`config.mk`:
```
export PLATFORM = sky130hd
export DESIGN_NAME = ds_pc_seq
export DESIGN_NICKNAME = d
export VERILOG_FILES = /design/src/rtl/ds_pc_seq.sv
export SDC_FILE = /design/constraint.sdc
export NUM_CORES = 1
export LEC_CHECK = 0
export BUFFER_PORTS_ARGS = -buffer_cell sky130_fd_sc_hd__clkbuf_2
export CORE_MARGIN = 10
export CORE_UTILIZATION = 59
export DETAILED_ROUTE_END_ITERATION = 10
export PLACE_DENSITY = 0.85
export REMOVE_ABC_BUFFERS = 1
export SLEW_MARGIN = 20
export SYNTH_ARGS = -nofsm -noshare
export SYNTH_HDL_FRONTEND = slang
export SYNTH_SLANG_ARGS = --single-unit
```
`constraint.sdc`:
```
create_clock -name clk -period 5.5 [get_ports clk]
set_input_delay 0.275 -clock clk [delete_from_list [all_inputs] [get_ports clk]]
set_output_delay 0.275 -clock clk [all_outputs]
set_load 0.005 [all_outputs]
```
`src/rtl/ds_pc_seq.sv`:
```
module ds_pc_seq #(
  parameter int AW = 32,
  parameter logic [AW-1:0] BOOT_PC = 32'h0000_0400,
  parameter int STEP = 4
) (
  input  logic          clk,
  input  logic          rst_n,
  input  logic          stall_i,
  input  logic          xfer_i,
  input  logic          taken_i,
  input  logic          likely_i,
  input  logic [AW-1:0] target_i,
  output logic [AW-1:0] fetch_pc_o,
  output logic          issue_vld_o,
  output logic          issue_annul_o,
  output logic          slot_fault_o
);
  localparam logic [AW-1:0] INC = AW'(STEP);

  logic [AW-1:0] pc_q, tgt_q;
  logic          slot_q, redir_q, annul_q;

  wire adv = ~stall_i;

  always_ff @(posedge clk or negedge rst_n) begin
    if (!rst_n) begin
      pc_q    <= BOOT_PC;
      tgt_q   <= '0;
      slot_q  <= 1'b0;
      redir_q <= 1'b0;
      annul_q <= 1'b0;
    end else if (adv) begin
      if (slot_q) begin
        pc_q    <= redir_q ? tgt_q : pc_q + INC;
        slot_q  <= 1'b0;
        redir_q <= 1'b0;
        annul_q <= 1'b0;
      end else begin
        pc_q    <= pc_q + INC;
        slot_q  <= xfer_i;
        redir_q <= xfer_i & taken_i;
        annul_q <= xfer_i & likely_i & ~taken_i;
        if (xfer_i) tgt_q <= target_i;
      end
    end
  end

  assign fetch_pc_o    = pc_q;
  assign issue_vld_o   = adv;
  assign issue_annul_o = adv & slot_q & annul_q;
  assign slot_fault_o  = adv & slot_q & xfer_i;

  p_hold_r7: assert property (@(posedge clk) disable iff (!rst_n)
    stall_i |=> fetch_pc_o == $past(fetch_pc_o));

  p_seq_r2: assert property (@(posedge clk) disable iff (!rst_n)
    (!stall_i && !xfer_i && !issue_annul_o && !$isunknown(fetch_pc_o) && !slot_q)
      |=> fetch_pc_o == $past(fetch_pc_o) + INC);

  p_slot_first_r3: assert property (@(posedge clk) disable iff (!rst_n)
    (!stall_i && xfer_i && !slot_q) |=> fetch_pc_o == $past(fetch_pc_o) + INC);

  p_annul_next_r5: assert property (@(posedge clk) disable iff (!rst_n)
    (!stall_i && xfer_i && likely_i && !taken_i && !slot_q)
      |=> (stall_i || issue_annul_o));

  p_fault_once_r10: assert property (@(posedge clk) disable iff (!rst_n)
    slot_fault_o |=> !slot_fault_o);

  p_annul_valid_r5: assert property (@(posedge clk) disable iff (!rst_n)
    issue_annul_o |-> issue_vld_o);
endmodule

```
== Word-level counts from Yosys, hierarchy flattened ==
Index checks and enable logic that the tools add are counted.

* Flip-flop bits (word level): 67
* Bits of input ports: 38
* Output and inout port bits: 35
* Logic and storage cells: 21

* Add/subtract/negate cells: 1
* Mux-type cells: 5
* Bitwise logic cells: 9
* Reduce and logical (&&, ||, !) cells: 1

{| class="wikitable"
|+ Operators with widths
! operator !! count
|-
| $mux 32 || 2
|-
| $add 32x3->32 const B || 1
|-
| $and 1x1->1 || 6
|-
| $mux 1 || 3
|-
| $not 1->1 || 3
|-
| $reduce_and 3->1 || 1
|}

== Longest topological paths before layout ==
Gate-level depths: netlist (run 1).

* Word-level depth: 3
* Gate-level depth with buffers: 7

== Worst setup path before layout (run 1) ==
OpenSTA, ideal clock, no wires.

* Path kind: flip-flop to flip-flop
* Start point: reg pc_q[2] (netlist: fetch_pc_o[2])
* End point: reg pc_q[26] (netlist: fetch_pc_o[26])
* Setup time: 0.121 ns
* Arrival: 1.680 ns
* Required time: 5.379 ns
* Setup slack: 3.699 ns
* Stages on the path, launching flop included: 8
* Period minus slack after synthesis: 1.801 ns
* Path through: dfrtp_1 > ha_1 > nand3_1 > nor4_4 > buf_6 > nand4_2 > o22a_1 > o22a_1

* Word-level cells in the longest chain between the ends: 3

{| class="wikitable"
|+ RTL lines
! item !! line !! RTL
|-
| start, declared || 20 || <nowiki>logic [AW-1:0] pc_q, tgt_q;</nowiki>
|-
| start signal, assigned || 34 || <nowiki>pc_q <= redir_q ? tgt_q : pc_q + INC;</nowiki>
|-
| start signal, assigned || 39 || <nowiki>pc_q <= pc_q + INC;</nowiki>
|-
| $add 32x3->32 * || 34, 39 ||
|-
| $mux 32 || 34 ||
|-
| $mux 32 * || 33 || <nowiki>if (slot_q) begin</nowiki>
|}

Mark *: on every way between the ends. The rest lies on a longest branch, timed or not.
A chain may end at the register's enable or synchronous reset.

== Worst setup path after layout (run 1) ==
* Start point: reg pc_q[3] (netlist: fetch_pc_o[3])
* End point: reg pc_q[24] (netlist: fetch_pc_o[24])

Same word-level chain as after synthesis.

==> results of run 1 <==
## synthesized netlist by cell type (all sizes together), types with 2 or more instances
master	n	share of area, %
clkbuf	10	1.1
nor2	32	3.5
nand3	18	3.7
a41oi	4	1.0
buf	11	2.5
nand2	22	2.4
o21ai	11	1.6
a21oi	29	4.2
nand4	9	1.8
and3	14	2.7
o22ai	2	0.37
a2bb2oi	3	0.77
mux2i	2	0.59
nor3	10	1.8
o22a	13	3.3
dfrtp	66	48
mux2	34	11
or3	3	0.55
inv	2	0.22
a31oi	5	0.91
a22oi	2	0.44
o211ai	4	0.88
nor4	4	1.6
## logic make-up (layout without fill, tap and decap cells)
kind of cell             after synthesis  count (layout)  share of synthesized area, %
flip-flops                            67              67                         49.03
AND/OR/NAND/NOR                      117             117                         19.20
multiplexers                          36              36                         11.77
buffers and inverters                 23              94                         3.839
adder cells (fa/ha/maj)                1               1                        0.3656
AO/OA/AOI/OAI                         82              82                         15.80
## routing by layer
metal | GRT usage, % | vias up
met2 | 29.88 | 146
met3 | 7.082 | 16
li1 | - | 1349
met5 | 0 | -
met4 | 5.651 | 0
met1 | 23.95 | 1400
## worst max-delay path: cells and delay by family (launching register included)
family	cells	cell delay, ns
simple gates	3	1.18
flops	1	0.44
fa+ha+maj	1	0.27
compound gates	2	0.26
## state kept, by name, indices dropped and copies added (netlist names)
register,cells
annul_q,1
fetch_pc_o,32
slot_q,1
tgt_q,32
redir_q,1
## worst min-delay path by stage
| stage | startpoint | end | slack [ns] | cells past startpoint |
|---|---|---|---|---|
| 3_3_place_gp | annul_q$_DFFE_PN0N_ | annul_q$_DFFE_PN0N_ | 0.48 | 1 |
| 6_report | rst_n | tgt_q[25]$_DFFE_PN0P_ | 0.11 | 2 |
| 2_1_floorplan | rst_n | annul_q$_DFFE_PN0N_ | -0.02 | 0 |
| 5_1_grt | target_i[13] | tgt_q[13]$_DFFE_PN0P_ | 0.14 | 2 |
| 3_5_place_dp | tgt_q[23]$_DFFE_PN0P_ | tgt_q[23]$_DFFE_PN0P_ | 0.49 | 1 |
| 4_1_cts | rst_n | tgt_q[25]$_DFFE_PN0P_ | 0.14 | 2 |
## through the flow
stage / cell area (sq um) / cells
6_report: 3993 / 469
5_1_grt: 3993 / 469
4_1_cts: 3993 / 469
3_5_place_dp: 3785 / 453
3_3_place_gp: 3785 / 453
2_1_floorplan: 3298 / 305
## cell type report
cell class                      instances  share of cell area [%]
Clock buffer                           10                   3.196
Clock inverter                          6                   2.006
Inverter                                2                  0.1880
Multi-Input combinational cell        236                   40.55
Sequential cell                        67                   42.02
Tap cell                               72                   2.256
Timing Repair Buffer                   76                   9.777
## report_power, final
group / switching [mW] / total (mW) / internal [mW] / leakage [nW]
Sequential: 0.167 / 0.804 / 0.637 / 0.776
Combinational: 0.224 / 0.444 / 0.220 / 0.888
Clock: 0.190 / 0.442 / 0.252 / 0.110
Total: 0.581 / 1.69 / 1.11 / 1.77
==> impl_results.md, run 1 <==
* Seq/Total Area, Yosys at 49.03%
* Vias in the first global route at 2926
* GRT overflow at 0
* Worst Setup SP: fetch_pc_o[3]$_DFFE_PN0N_
* ANT cells at 0
* Routed wire per std cell at around 18 um
* CTS max path bufs at 2
* CTS Hold Bufs at 0
* Die X at 96.16 um
* Yosys warns at 0
* Routed vias/inst at 6.207
* Number of DRC markers in iteration 0 at 261
* Layout cells sized above 1 at 35.01%
* DRT Wirelength at 8584 um
* Via count at 2911
* Cell area after synthesis at 0.003422 sq mm
* Post-CTS setup buffers at 0
* Cell count after synthesis at 326
* Uppermost layer routed: met4
* CP Data Required Time at about 5.7 ns
* Most frequent cells in the layout: clkbuf_2, dfrtp_1, mux2_2
* Initial core utilization at 61.39%
* FF-to-FF End: fetch_pc_o[24]$_DFFE_PN0N_
* DRC errors left at 0
* RSZ-0062 raised after global routing: false
* Hold_ws at 0.1082 ns
* CP endpoint kind: flop
* DRT met1 WL at 3451 um
* Buffers added on ports at 72
* Worst-case reg-to-reg path depth at 6
* Die area at 0.009247 sq mm
* NumNets Final at 431
* Max transition margin at a little under a third
* Area grow syn2layout at 16.67%
* Status: completed
* Setup violators final at 0
* Worst VDD drop at 0.0002634 V
* Data arrival time of the worst path at 2.50 ns
* Clock Pin Slew Worst Setup and Hold Paths at 0.07 ns
* Crit Path Max Fanout at 11
* CTS root buf: clkbuf_8
* Max H-tree Level at 3
* Worst-Skew Late Latency at 0.35 ns
* Reg-to-Reg Start: fetch_pc_o[3]$_DFFE_PN0N_
* Power Dens Cells at 423.2 mW/mm^2
* Final GP Congestion at 0.8784
* Slowest CP cell: nor4_4
* Leakage at 1.774 nW
* Initial antenna violation count at 0
* Wire length of the first global-routing pass at about 14000 um
* FP Rows at 27
* GR Util All Layers at 19.03%
* Fillers at 413
* Final-report max-slew violation count at 0
* CTS tree: built
* Core area at 0.005574 sq mm
* Overall Power at roughly 1.7 mW
* Pre-antenna DRT Iters at 5
* Critical path type: flop to flop
* FF/Latch Area at 0.001678 sq mm
* Pin count of the biggest net entering global routing at 68
* Total I/O pin count at 73
* Met3 wire length at 893 um
* Flop2flop setup slack at 3.24 ns
* Highest Clock Rate at 442.4 MHz
* Setup crit end: fetch_pc_o[24]$_DFFE_PN0N_
* Primary FF master, synth: dfrtp_1
* Final Cycle Share at 41.10%
* Commonest non-fill, non-tap cell in the layout: clkbuf_2
* Clock buffer count from CTS at 9
* Placement Setup Slack at 3.133 ns
* Syn avg cell area at around 10 sq um
* Met2 WL at 4105 um
* Final hold viol count at 0
* Yosys reg bits at 67
* Setup ws final at 3.240 ns
* Clock sinks at 67
* Post-CTS sizing at 0
* Ys async rst share at 100.0%
* Startpoint Class: flop
* Hold Path Class: input pin to async pin
* Antenna Nets Post-Route at 0
* Post-layout min period at 2.260 ns
* Max incr delay on CP at 0.64 ns
* Clock Skew at 0.008208 ns
* Fin Setup TNS at 0 ns
* Final core occ at 71.63%
* Post-synth EDFFs at 0
* Worst-Margin Slew at 1.046 ns
* Area of the multi-input gates at 0.001619 sq mm
* Die Y at ~96 um
* Number of library cell types mapped by synthesis at 46
* Hpwl dp at 5850 um
* CP cell instances: ha_1, nand3_1, nor4_4, and3_2, a21oi_1, o22a_1
* Max-cap violations at 0
Note: power is estimated with default switching activity, not from simulation.
==> inputs of run 2 (changes only) <==
--- a/config.mk
+++ b/config.mk
@@ -5,11 +5,12 @@
 export SDC_FILE = /design/constraint.sdc
 export NUM_CORES = 1
 export LEC_CHECK = 0
+export ABC_AREA = 1
 export BUFFER_PORTS_ARGS = -buffer_cell sky130_fd_sc_hd__clkbuf_2
 export CORE_MARGIN = 10
-export CORE_UTILIZATION = 59
+export CORE_UTILIZATION = 50
 export DETAILED_ROUTE_END_ITERATION = 10
-export PLACE_DENSITY = 0.85
+export PLACE_DENSITY = 0.76
 export REMOVE_ABC_BUFFERS = 1
 export SLEW_MARGIN = 20
 export SYNTH_ARGS = -nofsm -noshare
==> constraint.sdc (replaced) <==
create_clock -name clk -period 1.89 [get_ports clk]
set_input_delay 0.0945 -clock clk [delete_from_list [all_inputs] [get_ports clk]]
set_output_delay 0.0945 -clock clk [all_outputs]
set_load 0.005 [all_outputs]
==> run 2 against run 1 <==
Flip-flop and latch count unchanged; sequential share of layout area shrank 5.7 points; cell count up 44%; first-iteration DRC count decreased by 30%; wire length up 9.6%; sequential power rose to 2.7 times the previous value; global-route usage shrank 1.3 points; non-clock buffer count increased by 33; highest routed layer unchanged; combinational power increased to 2.6 times the previous value; synthesized cell count up 43%; critical path type unchanged; clock-buffer cell count is 4 higher.
==> impl_results.md, run 2 <==
* CTS max path bufs at 2
* Primary FF master, synth: dfrtp_1
* CTS root buf: clkbuf_8
* Pre-antenna DRT Iters at 5
* CP endpoint kind: flop
* Fin Setup TNS at 0 ns
* Die X at 105.6 um
* Crit Path Max Fanout at 9
* Post-layout min period at 1.618 ns
* Total I/O pin count at 73
* Final GP Congestion at 0.8745
* Buffers added on ports at 72
* Final Cycle Share at 85.60%
* Clock buffer count from CTS at 9
* Post-synth top area cell: dfrtp_1
* Comb power frac at between 20% and 30%
* Flop2flop setup slack at roughly 0.27 ns
* Clock Skew at 0.006595 ns
* DRT Wirelength at about 9400 um
* Via count at ~3300
* FF-to-FF End: fetch_pc_o[22]$_DFFE_PN0N_
* GRT overflow at 0
* Leakage at 2.337 nW
* Area grow syn2layout at 26.11%
* Post-CTS sizing at 0
* Placed cell area at 0.004145 sq mm
* Vias in the first global route at 3508
* Die area at 0.01116 sq mm
* Max H-tree Level at 3
* Most common cell in the netlist: nand2_1
* Wire length of the first global-routing pass at 16370 um
* Cell count after synthesis at between 400 and 500
* Max-cap violations at 0
* Hold Path Class: input pin to flop
* NumNets Final at 609
* Sw Pwr at 1.508 mW
* DP Cell Count at between 600 and 700
* Routed wire per std cell at around 14 um
* GR Util All Layers at ~18%
* Max transition margin at 60.64%
* Worst-Skew Late Latency at 0.35 ns
* RSZ-0062 raised after global routing: false
* Cells on Worst Hold Path at 2
* Seq/Total Area, Yosys at between 40% and 50%
* Fin cells at between 600 and 700
* Clock sinks at 67
* Sequential power share at 48.2%
* Highest Clock Rate at 618.1 MHz
* Post-synth top cells: nand2_1, dfrtp_1, inv_1
* Core area at 0.007176 sq mm
* Worst-Margin Slew at 0.5889 ns
* Number of DRC markers in iteration 0 at 182
* FP Rows at 31
* Hpwl dp at between 6000 and 7000 um
* Worst-case reg-to-reg path depth at 10
* Data arrival time of the worst path at 1.86 ns
* Yosys warns at 0
* Yosys reg bits at 67
* ANT cells at 0
* Final core occ at about 64%
* Final-report max-slew violation count at 0
* Syn avg cell area at 7.884 sq um
* Sw Share at 33.65%
* Cell area after synthesis at 0.003666 sq mm
* Startpoint Class: flop
* Die Y at about 110 um
* Reg-to-Reg Start: fetch_pc_o[2]$_DFFE_PN0N_
* Commonest non-fill, non-tap cell in the layout: nand2_1
* Largest cells by area after synthesis: dfrtp_1, nand2_1, nand3_1
* Pin count of the biggest net entering global routing at 68
* Most frequent cells in the layout: nand2_1, clkbuf_2, dfrtp_1
* Power Dens Cells at ~970 mW/mm^2
* FF/Latch Area at 0.001678 sq mm
* Yosys top cell area share at 45.05%
* CTS tree: built
* Clock Power Share at 26.3%
* Ys async rst share at 100.0%
* Final instance area at 0.004623 sq mm
* Min-Delay Endpoint: tgt_q[12]$_DFFE_PN0P_
* DRC errors left at 0
* Min-delay src: target_i[12]
* Area of the multi-input gates at 0.001659 sq mm
* Layout cells sized above 1 at 22.26%
* CP Data Required Time at approximately 2.1 ns
* Post-synth EDFFs at 0
* Initial antenna violation count at 0
* Critical path type: flop to flop
* Number of library cell types mapped by synthesis at 30
* Final hold viol count at 0
* Initial core utilization at roughly half
* Fillers at 657
* Antenna Nets Post-Route at 0
* P_int at between 2 and 3 mW
* Clock Pin Slew Worst Setup and Hold Paths at 0.07 ns
* Worst VDD drop at 0.0004660 V
* Setup violators final at 0
* Status: completed
* Routed vias/inst at a little under 5
[run 2: cell types whose count changed after synthesis, sizes merged, moves of 5 or more]
cell,change
o21ai,+5
o22a,-13
o22ai,+6
nor2,+20
clkbuf,-8
nand3,+32
inv,+65
a21oi,-8
xor2,+5
nor3,-9
mux2,-16
nand2,+97
and3,-14
a31oi,-5
[run 2: worst max-delay path: stages, from the launching register on]
cell     delay [ns]
dfrtp_1        0.44
ha_1           0.24
nand2_1        0.08
nor2_2         0.16
nand2_2        0.13
nor2_8         0.16
nand2_1        0.07
nand2_1        0.07
nand2_1        0.06
nand2_1        0.05
nand2_1        0.04
[run 2: kinds of logic after synthesis]
group                    count (synthesis)  synth area share, %
XOR/XNOR                                 8                1.911
flip-flops                              67                45.77
buffers and inverters                   82                8.976
multiplexers                            18                5.529
AO/OA/AOI/OAI                           57                8.977
adder cells (fa/ha/maj)                  1               0.3412
AND/OR/NAND/NOR                        232                28.50
[run 2: timing repair]
| item | 4_1_cts | 5_1_grt |
|---|---|---|
| hold buffers | 29 | 0 |
| setup buffers | 0 | 0 |
| hold endpoints to repair | 94 | 0 |
[run 2: power by group through the flow]
stage	clock network (mW)	logic [mW]	registers, mW
after floorplan	0	0.629	2.11
after detailed placement	0	1.11	2.18
after global placement	0	1.07	2.16
final	1.18	1.14	2.16
after CTS	1.19	1.17	2.16
after global routing	1.27	1.31	2.22
[run 2: metrics by stage]
stage / hold WS (ns) / total power, mW / setup WS [ns]
detailed placement: 0.1519 / 3.288 / 0.3090
CTS: 0.0008893 / 4.518 / 0.2885
global placement: 0.1449 / 3.234 / 0.3800
floorplan: -0.2011 / 2.740 / 0.1319
finish: 0.0005236 / 4.480 / 0.2721
global route: 0.0007186 / 4.799 / 0.1096
[run 2: final cells by class]
type	instances	share of cell area, %
Clock buffer	14	3.302
Clock inverter	2	0.7578
Inverter	67	5.440
Multi-Input combinational cell	316	35.89
Sequential cell	67	36.29
Tap cell	99	2.679
Timing Repair Buffer	109	15.64
[run 2: worst max path at each step]
stage,from,to
2_1_floorplan,stall_i,tgt_q[17]$_DFFE_PN0P_
3_3_place_gp,fetch_pc_o[2]$_DFFE_PN0N_,fetch_pc_o[22]$_DFFE_PN0N_
3_5_place_dp,fetch_pc_o[2]$_DFFE_PN0N_,fetch_pc_o[22]$_DFFE_PN0N_
4_1_cts,fetch_pc_o[2]$_DFFE_PN0N_,fetch_pc_o[22]$_DFFE_PN0N_
5_1_grt,fetch_pc_o[2]$_DFFE_PN0N_,fetch_pc_o[28]$_DFFE_PN0N_
6_report,fetch_pc_o[2]$_DFFE_PN0N_,fetch_pc_o[22]$_DFFE_PN0N_
[run 2: layer usage]
| layer | wire length [um] | vias to the layer above | GRT usage (%) |
|---|---|---|---|
| met5 | 0 | - | 0 |
| li1 | - | 1704 | - |
| met3 | 419 | 19 | 3.776 |
| met4 | 227 | 0 | 7.640 |
| met1 | 4069 | 1540 | 20.60 |
| met2 | 4688 | 77 | 30.98 |
==> inputs of run 3 (changes only) <==
--- a/config.mk
+++ b/config.mk
@@ -10,6 +10,7 @@
 export CORE_MARGIN = 10
 export CORE_UTILIZATION = 50
 export DETAILED_ROUTE_END_ITERATION = 10
+export HOLD_SLACK_MARGIN = 0.06
 export PLACE_DENSITY = 0.76
 export REMOVE_ABC_BUFFERS = 1
 export SLEW_MARGIN = 20
==> run 3 against run 2 <==
Via count grew 1.7%; utilization rose by 0.98 points; cell count is 1.0% higher; flip-flop and latch count unchanged; clock-buffer cell count is the same; fmax up 0.22%; first-iteration DRC count is 7.1% lower; final area is 1.5% higher; critical path depth unchanged; worst hold slack better by 0.24 ns; sequential power hardly changed; largest power group unchanged.
==> impl_results.md, run 3 (synthesis results as in run 2) <==
* Area grow syn2layout at 28.02%
* Die area at 0.01116 sq mm
* Layout cells sized above 1 at 21.99%
* Pin count of the biggest net entering global routing at 68
* Startpoint Class: flop
* ANT cells at 0
* Worst-Skew Late Latency at between 0.3 and 0.4 ns
* Clock buffer count from CTS at 9
* Die Y at 105.6 um
* Hpwl dp at 6701 um
* FF/Latch Area at 0.001678 sq mm
* Hold_ws at 0.2391 ns
* Max H-tree Level at 3
* Min-Delay Endpoint: slot_q$_DFFE_PN0N_
* Fillers at about 640
* Clock sinks at 67
* Final Cycle Share at 85.41%
* Commonest non-fill, non-tap cell in the layout: nand2_1
* CTS root buf: clkbuf_8
* Clock Power Share at 26.2%
* Leakage at 2.365 nW
* Fin cells at 681
* Routed vias/inst at 4.990
* Buffers added on ports at 72
* Total I/O pin count at 73
* Min-delay src: stall_i
* Max-cap violations at 0
* GRT overflow at 0
* CTS Hold Bufs at 36
* Flop2flop setup slack at 0.28 ns
* Reg-to-Reg Start: fetch_pc_o[2]$_DFFE_PN0N_
* Initial core utilization at between 50% and 60%
* P_int at 2.982 mW
* Final-report max-slew violation count at 0
* FF-to-FF End: fetch_pc_o[22]$_DFFE_PN0N_
* Sw Pwr at roughly 1.5 mW
* Pre-antenna DRT Iters at 5
* CP cell instances: ha_1, nand2_1, nor2_2, nand2_2, nor2_8, nand2_1, nand2_1, nand2_1, nand2_1, nand2_1
* Data arrival time of the worst path at 1.85 ns
* CP Data Required Time at 2.13 ns
* Setup violators final at 0
* Slowest CP cell: dfrtp_1
* Worst VDD drop at approximately 0.00047 V
* Critical path type: flop to flop
* WP buf/inv at 0
* Worst-case reg-to-reg path depth at 10
* Power Dens Cells at 957.2 mW/mm^2
* Worst-Margin Slew at 0.5795 ns
* Vias in the first global route at 3548
* Most frequent cells in the layout: nand2_1, clkbuf_2, dfrtp_1
* Antenna Nets Post-Route at 0
* Sw Share at 33.62%
* Post-layout min period at 1.614 ns
* Via count at 3398
* Highest Clock Rate at slightly above 600 MHz
* Final GP Congestion at 0.8745
* Final hold viol count at 0
* Post-CTS sizing at 0
* GR Util All Layers at ~18%
* DRC errors left at 0
* Crit-path leading delay family: simple AND/OR/NAND/NOR gates
* FP Rows at 31
* Clock Skew at 0.009387 ns
* DRT Wirelength at 9502 um
* Max transition margin at 61.27%
* Fin Setup TNS at 0 ns
* Sequential power share at between 40% and 50%
* CP endpoint kind: flop
* CTS tree: built
* RSZ-0062 raised after global routing: false
* DP Cell Count at 629
* Post-CTS setup buffers at 0
* Levels on crit path at 10
* Comb power frac at 25.6%
* Max incr delay on CP at 0.44 ns
* Core area at 0.007176 sq mm
* Area of the multi-input gates at between 0.0015 and 0.002 sq mm
* Initial antenna violation count at 0
* CTS max path bufs at 2
* Hold Path Class: input pin to flop
* NumNets Final at 616
* Final core occ at 65.41%
* Routed wire per std cell at around 14 um
* Cells on Worst Hold Path at 3
* Number of DRC markers in iteration 0 at 169
* Most used cell along the critical path: nand2_1
* Crit Path Max Fanout at 9
* Clock Pin Slew Worst Setup and Hold Paths at 0.07 ns
* Status: completed
* Wire length of the first global-routing pass at between 15000 and 20000 um
* Die X at 105.6 um
==> run 3: cell count changes in the layout (fill, tap and decap cells not counted) <==
cell | before | now
dlygate4sd3_1 | 29 | 36
==> run 3: power by group through the flow <==
stage / sequential (mW) / clock [mW] / combinational, mW
4_1_cts: 2.16 / 1.19 / 1.18
3_3_place_gp: 2.16 / 0 / 1.07
6_report: 2.16 / 1.18 / 1.15
2_1_floorplan: 2.11 / 0 / 0.629
5_1_grt: 2.22 / 1.26 / 1.32
3_5_place_dp: 2.18 / 0 / 1.11
==> run 3: metrics by stage <==
stage	cell area (sq um)	setup slack, ns	power (mW)
2_1_floorplan	3588	0.1319	2.740
3_3_place_gp	4145	0.3800	3.234
3_5_place_dp	4145	0.3090	3.288
4_1_cts	4693	0.2885	4.529
5_1_grt	4693	0.1091	4.809
6_report	4693	0.2757	4.492
==> run 3: how the worst max path moves through the flow <==
| stage | from | endpoint |
|---|---|---|
| 6_report | fetch_pc_o[2]$_DFFE_PN0N_ | fetch_pc_o[22]$_DFFE_PN0N_ |
| 5_1_grt | fetch_pc_o[2]$_DFFE_PN0N_ | fetch_pc_o[28]$_DFFE_PN0N_ |
| 4_1_cts | fetch_pc_o[2]$_DFFE_PN0N_ | fetch_pc_o[22]$_DFFE_PN0N_ |
| 3_5_place_dp | fetch_pc_o[2]$_DFFE_PN0N_ | fetch_pc_o[22]$_DFFE_PN0N_ |
| 3_3_place_gp | fetch_pc_o[2]$_DFFE_PN0N_ | fetch_pc_o[22]$_DFFE_PN0N_ |
| 2_1_floorplan | stall_i | tgt_q[17]$_DFFE_PN0P_ |
==> run 3: area by class of cell <==
cell class	count	share of cell area [%]
repair buffers	116	16.90
well taps	99	2.639
multi-input cells	316	35.35
inverters	67	5.359
flip-flops and latches	67	35.75
clock inverters	2	0.7465
clock buffers	14	3.252
==> run 3: per-layer routing <==
metal | track usage (%) | up-vias | routed length (um)
li1 | - | 1724 | -
met1 | 20.64 | 1580 | 4011
met4 | 7.640 | 0 | 234
met5 | 0 | - | 0
met3 | 3.837 | 19 | 437
met2 | 31.69 | 75 | 4819
==> run 3: tightest hold or removal path, cell delays in order <==
cell and delay, ns:
clkbuf_2 0.10, inv_2 0.17, o21ai_0 0.19
